**src/rtl/ptw_pkg.sv**
```systemverilog
package ptw_pkg;
  localparam int AW       = 32;
  localparam int SECT_SH  = 20;  // 1 MB
  localparam int LPG_SH   = 16;  // 64 KB
  localparam int SPG_SH   = 12;  // 4 KB
  localparam int L2TB_SH  = 10;  // second-level table alignment
  localparam int WORD_SH  = 2;
  localparam int L1_IDX_W = AW - SECT_SH;
  localparam int L2_IDX_W = SECT_SH - SPG_SH;

  typedef enum logic [1:0] {
    PG_SMALL = 2'd0,
    PG_LARGE = 2'd1,
    PG_SECT  = 2'd2
  } pg_size_e;

  typedef enum logic [2:0] {
    ST_IDLE,
    ST_L1_REQ,
    ST_L1_WAIT,
    ST_L2_REQ,
    ST_L2_WAIT,
    ST_RESP
  } walk_st_e;
endpackage

```
**src/rtl/ptw_l1_dec.sv**
```systemverilog
module ptw_l1_dec
  import ptw_pkg::*;
(
  input  logic [AW-1:0] desc_i,
  input  logic [AW-1:0] va_i,
  output logic          is_sect_o,
  output logic          is_table_o,
  output logic [AW-1:0] sect_pa_o,
  output logic [AW-1:0] l2_base_o
);
  assign is_sect_o  = (desc_i[1:0] == 2'b10);
  assign is_table_o = (desc_i[1:0] == 2'b01);
  assign sect_pa_o  = {desc_i[AW-1:SECT_SH], va_i[SECT_SH-1:0]};
  assign l2_base_o  = {desc_i[AW-1:L2TB_SH], {L2TB_SH{1'b0}}};
endmodule

```
**src/rtl/ptw_l2_dec.sv**
```systemverilog
module ptw_l2_dec
  import ptw_pkg::*;
(
  input  logic [AW-1:0] desc_i,
  input  logic [AW-1:0] va_i,
  output logic          is_fault_o,
  output pg_size_e      size_o,
  output logic [AW-1:0] pa_o
);
  logic is_small;

  assign is_small   = desc_i[1];
  assign is_fault_o = (desc_i[1:0] == 2'b00);
  assign size_o     = is_small ? PG_SMALL : PG_LARGE;
  assign pa_o       = is_small ? {desc_i[AW-1:SPG_SH], va_i[SPG_SH-1:0]}
                               : {desc_i[AW-1:LPG_SH], va_i[LPG_SH-1:0]};
endmodule

```
**src/rtl/ptw_top.sv**
```systemverilog
module ptw_top
  import ptw_pkg::*;
(
  input  logic          clk_i,
  input  logic          rst_ni,
  input  logic          req_valid_i,
  output logic          req_ready_o,
  input  logic [31:0]   req_va_i,
  input  logic [31:0]   req_base_i,
  output logic          busy_o,
  output logic          mem_req_valid_o,
  input  logic          mem_req_ready_i,
  output logic [31:0]   mem_req_addr_o,
  input  logic          mem_rsp_valid_i,
  output logic          mem_rsp_ready_o,
  input  logic [31:0]   mem_rsp_data_i,
  output logic          rsp_valid_o,
  input  logic          rsp_ready_i,
  output logic [31:0]   rsp_va_o,
  output logic [31:0]   rsp_pa_o,
  output logic [1:0]    rsp_size_o,
  output logic          rsp_fault_o,
  output logic          rsp_fault_lvl_o
);
  localparam int L1_PAD = AW - L1_IDX_W - WORD_SH;
  localparam int L2_PAD = AW - L2_IDX_W - WORD_SH;

  walk_st_e      st_q;
  logic [AW-1:0] va_q, base_q, l2_base_q, pa_q;
  pg_size_e      size_q;
  logic          fault_q, lvl_q;

  logic          l1_sect, l1_table;
  logic [AW-1:0] l1_pa, l1_next;
  logic          l2_fault;
  pg_size_e      l2_size;
  logic [AW-1:0] l2_pa;
  logic [AW-1:0] l1_off, l2_off;

  ptw_l1_dec u_l1_dec (
    .desc_i     (mem_rsp_data_i),
    .va_i       (va_q),
    .is_sect_o  (l1_sect),
    .is_table_o (l1_table),
    .sect_pa_o  (l1_pa),
    .l2_base_o  (l1_next)
  );

  ptw_l2_dec u_l2_dec (
    .desc_i     (mem_rsp_data_i),
    .va_i       (va_q),
    .is_fault_o (l2_fault),
    .size_o     (l2_size),
    .pa_o       (l2_pa)
  );

  assign l1_off = {{L1_PAD{1'b0}}, va_q[AW-1:SECT_SH], {WORD_SH{1'b0}}};
  assign l2_off = {{L2_PAD{1'b0}}, va_q[SECT_SH-1:SPG_SH], {WORD_SH{1'b0}}};

  always_ff @(posedge clk_i or negedge rst_ni) begin
    if (!rst_ni) begin
      st_q      <= ST_IDLE;
      va_q      <= '0;
      base_q    <= '0;
      l2_base_q <= '0;
      pa_q      <= '0;
      size_q    <= PG_SMALL;
      fault_q   <= 1'b0;
      lvl_q     <= 1'b0;
    end else begin
      unique case (st_q)
        ST_IDLE: if (req_valid_i) begin
          va_q   <= req_va_i;
          base_q <= req_base_i;
          st_q   <= ST_L1_REQ;
        end
        ST_L1_REQ: if (mem_req_ready_i) st_q <= ST_L1_WAIT;
        ST_L1_WAIT: if (mem_rsp_valid_i) begin
          if (l1_sect) begin
            pa_q    <= l1_pa;
            size_q  <= PG_SECT;
            fault_q <= 1'b0;
            st_q    <= ST_RESP;
          end else if (l1_table) begin
            l2_base_q <= l1_next;
            st_q      <= ST_L2_REQ;
          end else begin
            pa_q    <= '0;
            size_q  <= PG_SMALL;
            fault_q <= 1'b1;
            lvl_q   <= 1'b0;
            st_q    <= ST_RESP;
          end
        end
        ST_L2_REQ: if (mem_req_ready_i) st_q <= ST_L2_WAIT;
        ST_L2_WAIT: if (mem_rsp_valid_i) begin
          if (l2_fault) begin
            pa_q    <= '0;
            size_q  <= PG_SMALL;
            fault_q <= 1'b1;
            lvl_q   <= 1'b1;
          end else begin
            pa_q    <= l2_pa;
            size_q  <= l2_size;
            fault_q <= 1'b0;
          end
          st_q <= ST_RESP;
        end
        ST_RESP: if (rsp_ready_i) st_q <= ST_IDLE;
        default: st_q <= ST_IDLE;
      endcase
    end
  end

  assign req_ready_o     = (st_q == ST_IDLE);
  assign busy_o          = (st_q != ST_IDLE);
  assign mem_req_valid_o = (st_q == ST_L1_REQ) || (st_q == ST_L2_REQ);
  assign mem_req_addr_o  = (st_q == ST_L2_REQ) ? (l2_base_q + l2_off) : (base_q + l1_off);
  assign mem_rsp_ready_o = (st_q == ST_L1_WAIT) || (st_q == ST_L2_WAIT);
  assign rsp_valid_o     = (st_q == ST_RESP);
  assign rsp_va_o        = va_q;
  assign rsp_pa_o        = pa_q;
  assign rsp_size_o      = size_q;
  assign rsp_fault_o     = fault_q;
  assign rsp_fault_lvl_o = lvl_q;

  p_idle_quiet_r1: assert property (@(posedge clk_i) disable iff (!rst_ni)
    !busy_o |-> (!mem_req_valid_o && !rsp_valid_o));

  p_accept_busy_r9: assert property (@(posedge clk_i) disable iff (!rst_ni)
    (req_valid_i && req_ready_o) |=> (busy_o && !req_ready_o));

  p_memreq_hold_r10: assert property (@(posedge clk_i) disable iff (!rst_ni)
    (mem_req_valid_o && !mem_req_ready_i) |=> (mem_req_valid_o && $stable(mem_req_addr_o)));

  p_rsp_hold_r10: assert property (@(posedge clk_i) disable iff (!rst_ni)
    (rsp_valid_o && !rsp_ready_i) |=>
      (rsp_valid_o && $stable(rsp_pa_o) && $stable(rsp_size_o) && $stable(rsp_fault_o)));

  p_fault_zero_r4: assert property (@(posedge clk_i) disable iff (!rst_ni)
    (rsp_valid_o && rsp_fault_o) |-> (rsp_pa_o == '0 && rsp_size_o == 2'd0));

  p_page_offset_r11: assert property (@(posedge clk_i) disable iff (!rst_ni)
    (rsp_valid_o && !rsp_fault_o) |-> (rsp_pa_o[SPG_SH-1:0] == rsp_va_o[SPG_SH-1:0]));
endmodule

```
**config.mk**
```make
export PLATFORM = sky130hd
export DESIGN_NAME = ptw_top
export DESIGN_NICKNAME = d
export VERILOG_FILES = /design/src/rtl/ptw_pkg.sv /design/src/rtl/ptw_l1_dec.sv /design/src/rtl/ptw_l2_dec.sv /design/src/rtl/ptw_top.sv
export SDC_FILE = /design/constraint.sdc
export NUM_CORES = 1
export LEC_CHECK = 0
export BUFFER_PORTS_ARGS = -buffer_cell sky130_fd_sc_hd__buf_4
export CAP_MARGIN = 20
export CORE_ASPECT_RATIO = 1.1
export CORE_MARGIN = 5
export CORE_UTILIZATION = 54
export CTS_CLUSTER_DIAMETER = 60
export CTS_CLUSTER_SIZE = 8
export DETAILED_ROUTE_END_ITERATION = 12
export PLACE_DENSITY = 0.89
export SYNTH_ARGS = -nofsm -noshare
export SYNTH_HDL_FRONTEND = slang
export SYNTH_HIERARCHICAL = 1
export SYNTH_SLANG_ARGS = --single-unit
export TNS_END_PERCENT = 1
```
**constraint.sdc**
```tcl
create_clock -name clk_i -period 3.9 [get_ports clk_i]
set_clock_uncertainty 0.1 [all_clocks]
set_input_delay 0.78 -clock clk_i [delete_from_list [all_inputs] [get_ports clk_i]]
set_output_delay 0.78 -clock clk_i [all_outputs]
set_load 0.02 [all_outputs]
```
== Word level (Yosys, flattened, before mapping) ==
Index checks and enable logic that the tools add are counted.

* Muxes and demuxes: 36
* Eq/ne operators: 17
* Bitwise logic cells: 1
* Reductions and logical operators: 11
* $add $sub $neg: 2

{| class="wikitable"
|+ Operator list
! operator !! count
|-
| $mux 32 || 6
|-
| $pmux 32 s2 || 1
|-
| $add 32x10->32 || 1
|-
| $add 32x14->32 || 1
|-
| $mux 3 || 8
|-
| $pmux 3 s6 || 1
|-
| $mux 16 || 1
|-
| $ne 2x2->1 const B || 8
|-
| $reduce_and 6->1 || 2
|-
| $mux 1 || 11
|-
| $mux 2 || 5
|-
| $reduce_and 4->1 || 2
|-
| $eq 3x2->1 const B || 2
|-
| $eq 3x3->1 const B || 2
|-
| $pmux 1 s2 || 2
|-
| $pmux 2 s2 || 1
|-
| $eq 3x1->1 const B || 1
|-
| $logic_not 3->1 || 1
|-
| $ne 3x3->1 const B || 1
|-
| $reduce_bool 3->1 || 1
|-
| $eq 2x1->1 const B || 1
|-
| $eq 2x2->1 const B || 1
|-
| $logic_not 2->1 || 1
|-
| $logic_or 1x1->1 || 2
|-
| other kinds (4) || 4
|}

* Logic and storage cells: 75
* Input bits: 102
* Bits in registers: 125

== Depth between registers and ports, before layout ==
Gate-level depths: netlist of run 1.

* Word-level depth: 5
* Mapped depth: 8
* Mapped depth without buffers: 8

== Cells and area by module ==
The synthesis of run 1 kept the hierarchy.

{| class="wikitable"
|+ Modules (own cells, without submodules)
! module !! cells each !! area each (um^2) !! seq. area each (um^2) !! times used
|-
| ptw_top || 685 || 7,348.3 || 3,378.2 || 1
|-
| ptw_l1_dec || 67 || 499.2 || 0.0 || 1
|-
| ptw_l2_dec || 36 || 274.0 || 0.0 || 1
|}

== Least setup slack after synthesis of run 1 ==
No wires, ideal clock.

* Kind: reg2out
* Start point: register va_q[20], in the netlist rsp_va_o[20]
* End point: output port mem_req_addr_o[20]
* Arrival: 2.608 ns
* Path buffers: 0
* Stages on the path, launching flop included: 9
* Data required time: 3.020 ns
* Path slack: 0.412 ns
* Cells stage by stage: dfrtp_1 ha_1 fa_1 a21o_1 a311o_1 nand4_1 nand2_1 nor3b_1 a211oi_1

* Word-level cells in the longest chain between the ends: 2

{| class="wikitable"
|+ Ends and longest elaborated chain
! what !! line !! text
|-
| start: declaration || ptw_top.sv:29 || <nowiki>logic [AW-1:0] va_q, base_q, l2_base_q, pa_q;</nowiki>
|-
| start signal: assignment || ptw_top.sv:73 || <nowiki>va_q <= req_va_i;</nowiki>
|-
| $add 32x14->32 || ptw_top.sv:118 || <nowiki>assign mem_req_addr_o = (st_q == ST_L2_REQ) ? (l2_base_q + l2_off) : (base_q + l1_off);</nowiki>
|-
| $mux 32 || ptw_top.sv:118 ||
|-
| end: declaration || ptw_top.sv:13 || <nowiki>output logic [31:0] mem_req_addr_o,</nowiki>
|}

Every way passes these cells.

== Worst setup path after layout of run 1 ==
* Start point: register va_q[20], in the netlist rsp_va_o[20]
* End point: output port mem_req_addr_o[16]

Same word-level chain as after synthesis.

==> impl_metrics.ini, run 1 <==
[run_status]
status = complete, no violations

[floorplanning]
die_h_um = 139
rows = 47
fp.dieArea_mm2 = 0.0176
core-area_mm2 = 0.0149
start_util = 0.544
die_w_um = 127
io_pins = 207

[setup_path]
rrSetupSlack_ns = 1.44
crit_start = rsp_va_o[20]
required_ns = 3.02
rr_worst_depth = 5
endpoint_kind = output pin
start_kind = flip-flop
cp-endpoint = mem_req_addr_o[16]
path_max_fanout = 4
crit_arrival_ns = 2.93
timing.rr.end = base_q[4]
path_class = flip-flop to output pin
reg2reg_from = st_q[0]

[grt]
grt_usage = 0.225
grt-ovfl-total = 0
grt_pass1_wl_mm = 31.7
antenna_found_initial = 0
grtUsageMet2 = 0.386
grt_util_met1 = 0.271
top_usage_layer = met2
first_global_vias = 6315
use_met3 = 0.0597
grt_max_degree = 101

[routing]
first_iter_violations = 350
vias_per_cell = 5.54
detail-route-antenna-nets = 0
drtPass1Iterations = 4
drc = 0
routed_wl_mm = 20.0
route.detailed.wl_per_inst_um = 18.0
vias = 6160

[final_layout]
drive_gt1_frac = 0.389
nNetsFinal = 1028
final_area_mm2 = 0.00983
area_growth_pct = 21.0
instances_no_fill = 1112
diodes = 0

[synthesis]
synth_top_area_share = 0.416
synth-seq-cells = 135
ys_top_cells_by_area = dfrtp_1, mux2_2, buf_4
yosys.area.top_type = dfrtp_1
synth_area_mm2 = 0.00812
ys_seq_area_frac = 0.416
ys_warn_count = 6
avgSynthCellArea_um2 = 10.3
synth_edf_count = 0
ys.flop_type = dfrtp_1
yosysUniqueCellTypes = 61
async_flop_share = 1.00
syn_inst = 788

[timing]
finalCriticalPeriod_ns = 3.81
rsz0062_at_grt = yes
hold_violations = 0
fin_tns_setup_ns = 0
report.final.slew_viol_count = 0
setup_ws_ns = 0.0935
setup_viol = 0
fmax_ghz = 0.263
fin_crit_sh = 0.976
worst_pin_slew_ns = 0.913
slew_headroom = 0.391

[min_path]
min_path_type = input port to async pin

[cts]
cts_sinks = 135
clkLatencyLatePin_ns = 0.41
cts_tree = yes
cts_root_buf = clkbuf_16
cts_inserted_buffers = 17
htreeDepth = 4
clk_path_buf_depth = 2
clk_pin_slew_ns = 0.06
hold_buffers = 0

[run]
maxCapViolCount = 0

[placement]
place_congestion = 0.905
place_area_mm2 = 0.00917
portBuffers = 198
post-dp-hpwl_mm = 14.7
dp_cells = 1080
pre_cts_ws_ns = 0.429

[power]
leakage_nw = 4.50
vdd.ir_drop.worst_v = 0.000640
power_mw = 10.1
cellPowerDensity_mw_per_mm2 = 1020
-- timing repair --
action | 4_1_cts | 5_1_grt
cloned | 0 | 0
gates resized for setup | 3 | 9
pin swaps | 3 | 3
buffers inserted | 1 | 0
setup endpoints to repair | 1 | 14
-- cells by family after synthesis --
group,synth area share
compound gates,0.111
xor+xnor,0.0561
fa+ha+maj,0.0357
buf+inv,0.108
flops,0.416
mux,0.159
other cells,0.000925
simple gates,0.112
-- per-layer routing --
layer  part of all wire  wire length, µm
met4              0.022              434
met1               0.39             7820
met3              0.064             1270
met5                  0                0
met2               0.52            10400
-- where the power goes --
part           internal (mW)  switching (mW)  total, mW
Clock                   1.03           0.568       1.60
Sequential              2.09           0.636       2.72
Combinational           2.58            3.16       5.74
-- registers in the layout, summed over array words and instances, names as in the netlist --
signal / flops
rsp_fault_o: 1
rsp_va_o: 32
rsp_pa_o: 32
rsp_fault_lvl_o: 1
st_q: 3
l2_base_q: 32
base_q: 32
rsp_size_o: 2
-- worst max-delay path, stage by stage, from the launching register on --
cell,delay [ns]
dfrtp_1,0.40
ha_2,0.19
fa_2,0.35
a21o_1,0.20
a311o_1,0.38
nand4_1,0.19
buf_4,0.15
a21oi_1,0.07
xnor2_1,0.14
mux2i_1,0.24
buf_4,0.20
-- worst min-delay path by stage --
stage	end	slack [ns]	cells after the start
finish	base_q[19]	0.39	1
global route	rsp_pa_o[14]	0.43	2
CTS	base_q[31]	0.40	1
detailed placement	l2_base_q[0]	0.39	1
global placement	l2_base_q[0]	0.39	1
floorplan	base_q[0]	0.38	0
-- cell usage in the layout (no fill, tap or decap), types with 3 or more instances in the layout --
cell	Yosys	final
a21o_1	4	4
o21bai_1	3	3
ha_1	20	19
o21ai_0	16	16
nand2_1	39	38
nand4_1	10	10
a211oi_1	9	7
nor3_1	9	9
a221oi_1	32	32
a21boi_0	5	4
and3_1	8	8
clkbuf_16	0	17
nand3_1	10	10
nor3b_1	4	4
clkbuf_1	20	4
mux2_2	98	98
bufinv_16	0	3
nor2b_1	5	5
conb_1	2	11
inv_1	13	13
nor4_1	4	3
dfrtp_1	135	135
a21oi_1	34	34
xnor2_1	43	43
mux2i_1	19	19
nor2_1	88	87
xor2_1	9	9
buf_4	95	212
clkinv_2	0	3
-- per-stage QoR --
step                      utilization  hold WS (ns)
final                           0.658         0.394
after global placement          0.614         0.388
after floorplan                     -         0.379
after global routing            0.658         0.427
after CTS                       0.655         0.405
after detailed placement        0.614         0.393
-- cell type report --
class / count / area, µm²
clock buffers: 23 / 468
clock inverters: 8 / 123
fillers: 1183 / 5110
inverters: 13 / 48.8
multi-input cells: 524 / 3960
flip-flops and latches: 135 / 3380
well taps: 196 / 245
repair buffers: 213 / 1600
-- cells in the mapped netlist (all sizes together), types with 2 or more instances --
library cell,instances
nor2,88
a2111oi,2
a21oi,34
mux2i,19
o31ai,2
nand3,10
nand2b,2
dfrtp,135
nor4,4
a31oi,2
mux2,98
and4,2
a21boi,5
nand2,39
xnor2,43
nor4b,2
and3,8
a221oi,33
o22ai,2
ha,20
or3,2
o21bai,3
clkbuf,20
nor2b,5
xor2,9
and2,4
o21ai,18
buf,105
nand4,10
or2,3
fa,2
a211oi,9
inv,13
conb,2
nor3b,4
a21o,4
nor3,10
No activity file was read; power rests on OpenSTA's default activity.
==> inputs of run 2 (changes only) <==
--- a/config.mk
+++ b/config.mk
@@ -5,15 +5,16 @@
 export SDC_FILE = /design/constraint.sdc
 export NUM_CORES = 1
 export LEC_CHECK = 0
+export ABC_AREA = 1
 export BUFFER_PORTS_ARGS = -buffer_cell sky130_fd_sc_hd__buf_4
 export CAP_MARGIN = 20
 export CORE_ASPECT_RATIO = 1.1
 export CORE_MARGIN = 5
-export CORE_UTILIZATION = 54
+export CORE_UTILIZATION = 56
 export CTS_CLUSTER_DIAMETER = 60
 export CTS_CLUSTER_SIZE = 8
 export DETAILED_ROUTE_END_ITERATION = 12
-export PLACE_DENSITY = 0.89
+export PLACE_DENSITY = 0.9
 export SYNTH_ARGS = -nofsm -noshare
 export SYNTH_HDL_FRONTEND = slang
 export SYNTH_HIERARCHICAL = 1
==> impl_metrics.ini, run 2 <==
[synthesis]
synth_top_area_share = 0.372
ys_warn_count = 6
syn_inst = 1226
avgSynthCellArea_um2 = 7.40
ys.flop_type = dfrtp_1
async_flop_share = 1.00
synth_edf_count = 0
yosys.area.top_type = dfrtp_1
ys_top_cells_by_area = dfrtp_1, nand2_1, buf_4
yosysMostFrequentCell = nand2_1
synth_area_mm2 = 0.00907
ys_seq_area_frac = 0.372
yosysUniqueCellTypes = 36
synth_common_cells = nand2_1, dfrtp_1, inv_1
synth-seq-cells = 135

[grt]
grt-ovfl-total = 0
grt_usage = 0.258
first_global_vias = 8127
grt_max_degree = 108
grt_pass1_wl_mm = 39.8
antenna_found_initial = 0

[final_layout]
layout_common_cells = nand2_1, buf_4, dfrtp_1
drive_gt1_frac = 0.226
layout.cells.most_common = nand2_1
finish.utilization = 0.674
nNetsFinal = 1458
diodes = 0
area_growth_pct = 17.4

[timing]
hold_violations = 0
report.final.slew_viol_count = 0
fmax_ghz = 0.275
finalCriticalPeriod_ns = 3.64
worst_pin_slew_ns = 0.831
fin_tns_setup_ns = 0
slew_headroom = 0.444
rsz0062_at_grt = no
setup_viol = 0
fin_crit_sh = 0.934

[cts]
clkLatencyLatePin_ns = 0.43
cts_root_buf = clkbuf_16
cts_tree = yes
cts_sinks = 135
clk_pin_slew_ns = 0.06
hold_buffers = 0
cts_inserted_buffers = 17
htreeDepth = 4
clk_path_buf_depth = 2

[setup_path]
path_max_fanout = 6
start_kind = flip-flop
crit_arrival_ns = 2.76
required_ns = 3.02
path_class = flip-flop to output pin
endpoint_kind = output pin

[routing]
vias = 8277
route.detailed.wl_per_inst_um = 15.9
routed_wl_mm = 24.5
first_iter_violations = 721
drc = 0
drtPass1Iterations = 5
vias_per_cell = 5.35
detail-route-antenna-nets = 0

[floorplanning]
die_w_um = 131
core-area_mm2 = 0.0158
fp.dieArea_mm2 = 0.0188
io_pins = 207
die_h_um = 143
start_util = 0.574
rows = 48

[min_path]
min_path_type = input port to async pin

[power]
leakage_nw = 5.76
power_mw = 10.2
vdd.ir_drop.worst_v = 0.000517
cellPowerDensity_mw_per_mm2 = 955

[placement]
portBuffers = 198
place_congestion = 0.965
post-dp-hpwl_mm = 18.3

[run]
maxCapViolCount = 0

[run_status]
status = complete, no violations
## run 2: worst max-delay path, cell delays in order (launching register included)
cell     delay (ns)
dfrtp_1        0.43
ha_1           0.26
fa_1           0.44
inv_1          0.08
nor2_1         0.04
nor2_1         0.19
inv_1          0.09
nand3_1        0.09
nand2_1        0.16
nand3_1        0.11
nand3_1        0.11
o21ai_0        0.15
buf_4          0.19
## run 2: final timing paths
check,startpoint,endpoint,slack (ns),cells after the start
max in group asynchronous,rst_ni,l2_base_q[31],2.71,3
setup reg to reg,st_q[1],rsp_fault_lvl_o,1.45,8
min in group clk_i,rsp_pa_o[27],rsp_pa_o[27],0.38,2
hold reg to reg,rsp_pa_o[27],rsp_pa_o[27],0.38,2
hold / removal,rst_ni,base_q[5],0.04,1
setup / recovery,rsp_va_o[12],mem_req_addr_o[18],0.26,12
## run 2: through the flow
stage	instance area, µm²	hold slack (ns)	setup slack (ns)	cells
global placement	10000	0.364	0.678	1514
finish	10600	0.0399	0.258	1547
detailed placement	10000	0.366	0.641	1514
global route	10600	0.0371	0.00651	1547
floorplan	9100	0.362	0.827	1235
CTS	10600	0.383	0.161	1546
## run 2: timing repair
item | CTS | global route
resized for setup | 0 | 1
endpoints found under the hold margin | 0 | 0
endpoints found under the setup margin | 0 | 1
setup buffers | 0 | 0
## run 2: metal layers
| layer | share of wire | global-route usage | vias up |
|---|---|---|---|
| li1 | - | - | 4053 |
| met1 | 0.43 | 0.325 | 3803 |
| met2 | 0.47 | 0.434 | 362 |
| met3 | 0.076 | 0.0697 | 59 |
| met4 | 0.026 | 0.0850 | 0 |
| met5 | 0 | 0 | - |
## run 2: area by class of cell
cell class	count	area, µm²
inverter	124	465
multi-input combinational	852	4420
clock inverter	14	141
timing repair buffer	204	1570
tap	200	250
clock buffer	18	429
fill	1332	5150
sequential	135	3380
## run 2: power by group
part           switching [mW]  internal (mW)  total, mW
clock network           0.681          0.894       1.57
registers               0.590           2.04       2.63
logic                    3.69           2.27       5.96
## run 2: cells by family (layout without fill, tap and decap cells)
logic type | Yosys count | count (layout) | synth area share
AOI/OAI and AO/OA | 119 | 119 | 0.0797
xor gates and xnor gates | 4 | 4 | 0.00386
adders and majority gates | 22 | 22 | 0.0320
buffers and inverters | 248 | 360 | 0.145
DFF | 135 | 135 | 0.372
muxes | 60 | 60 | 0.0745
other | 2 | 11 | 0.000828
and+or+nand+nor | 636 | 636 | 0.291
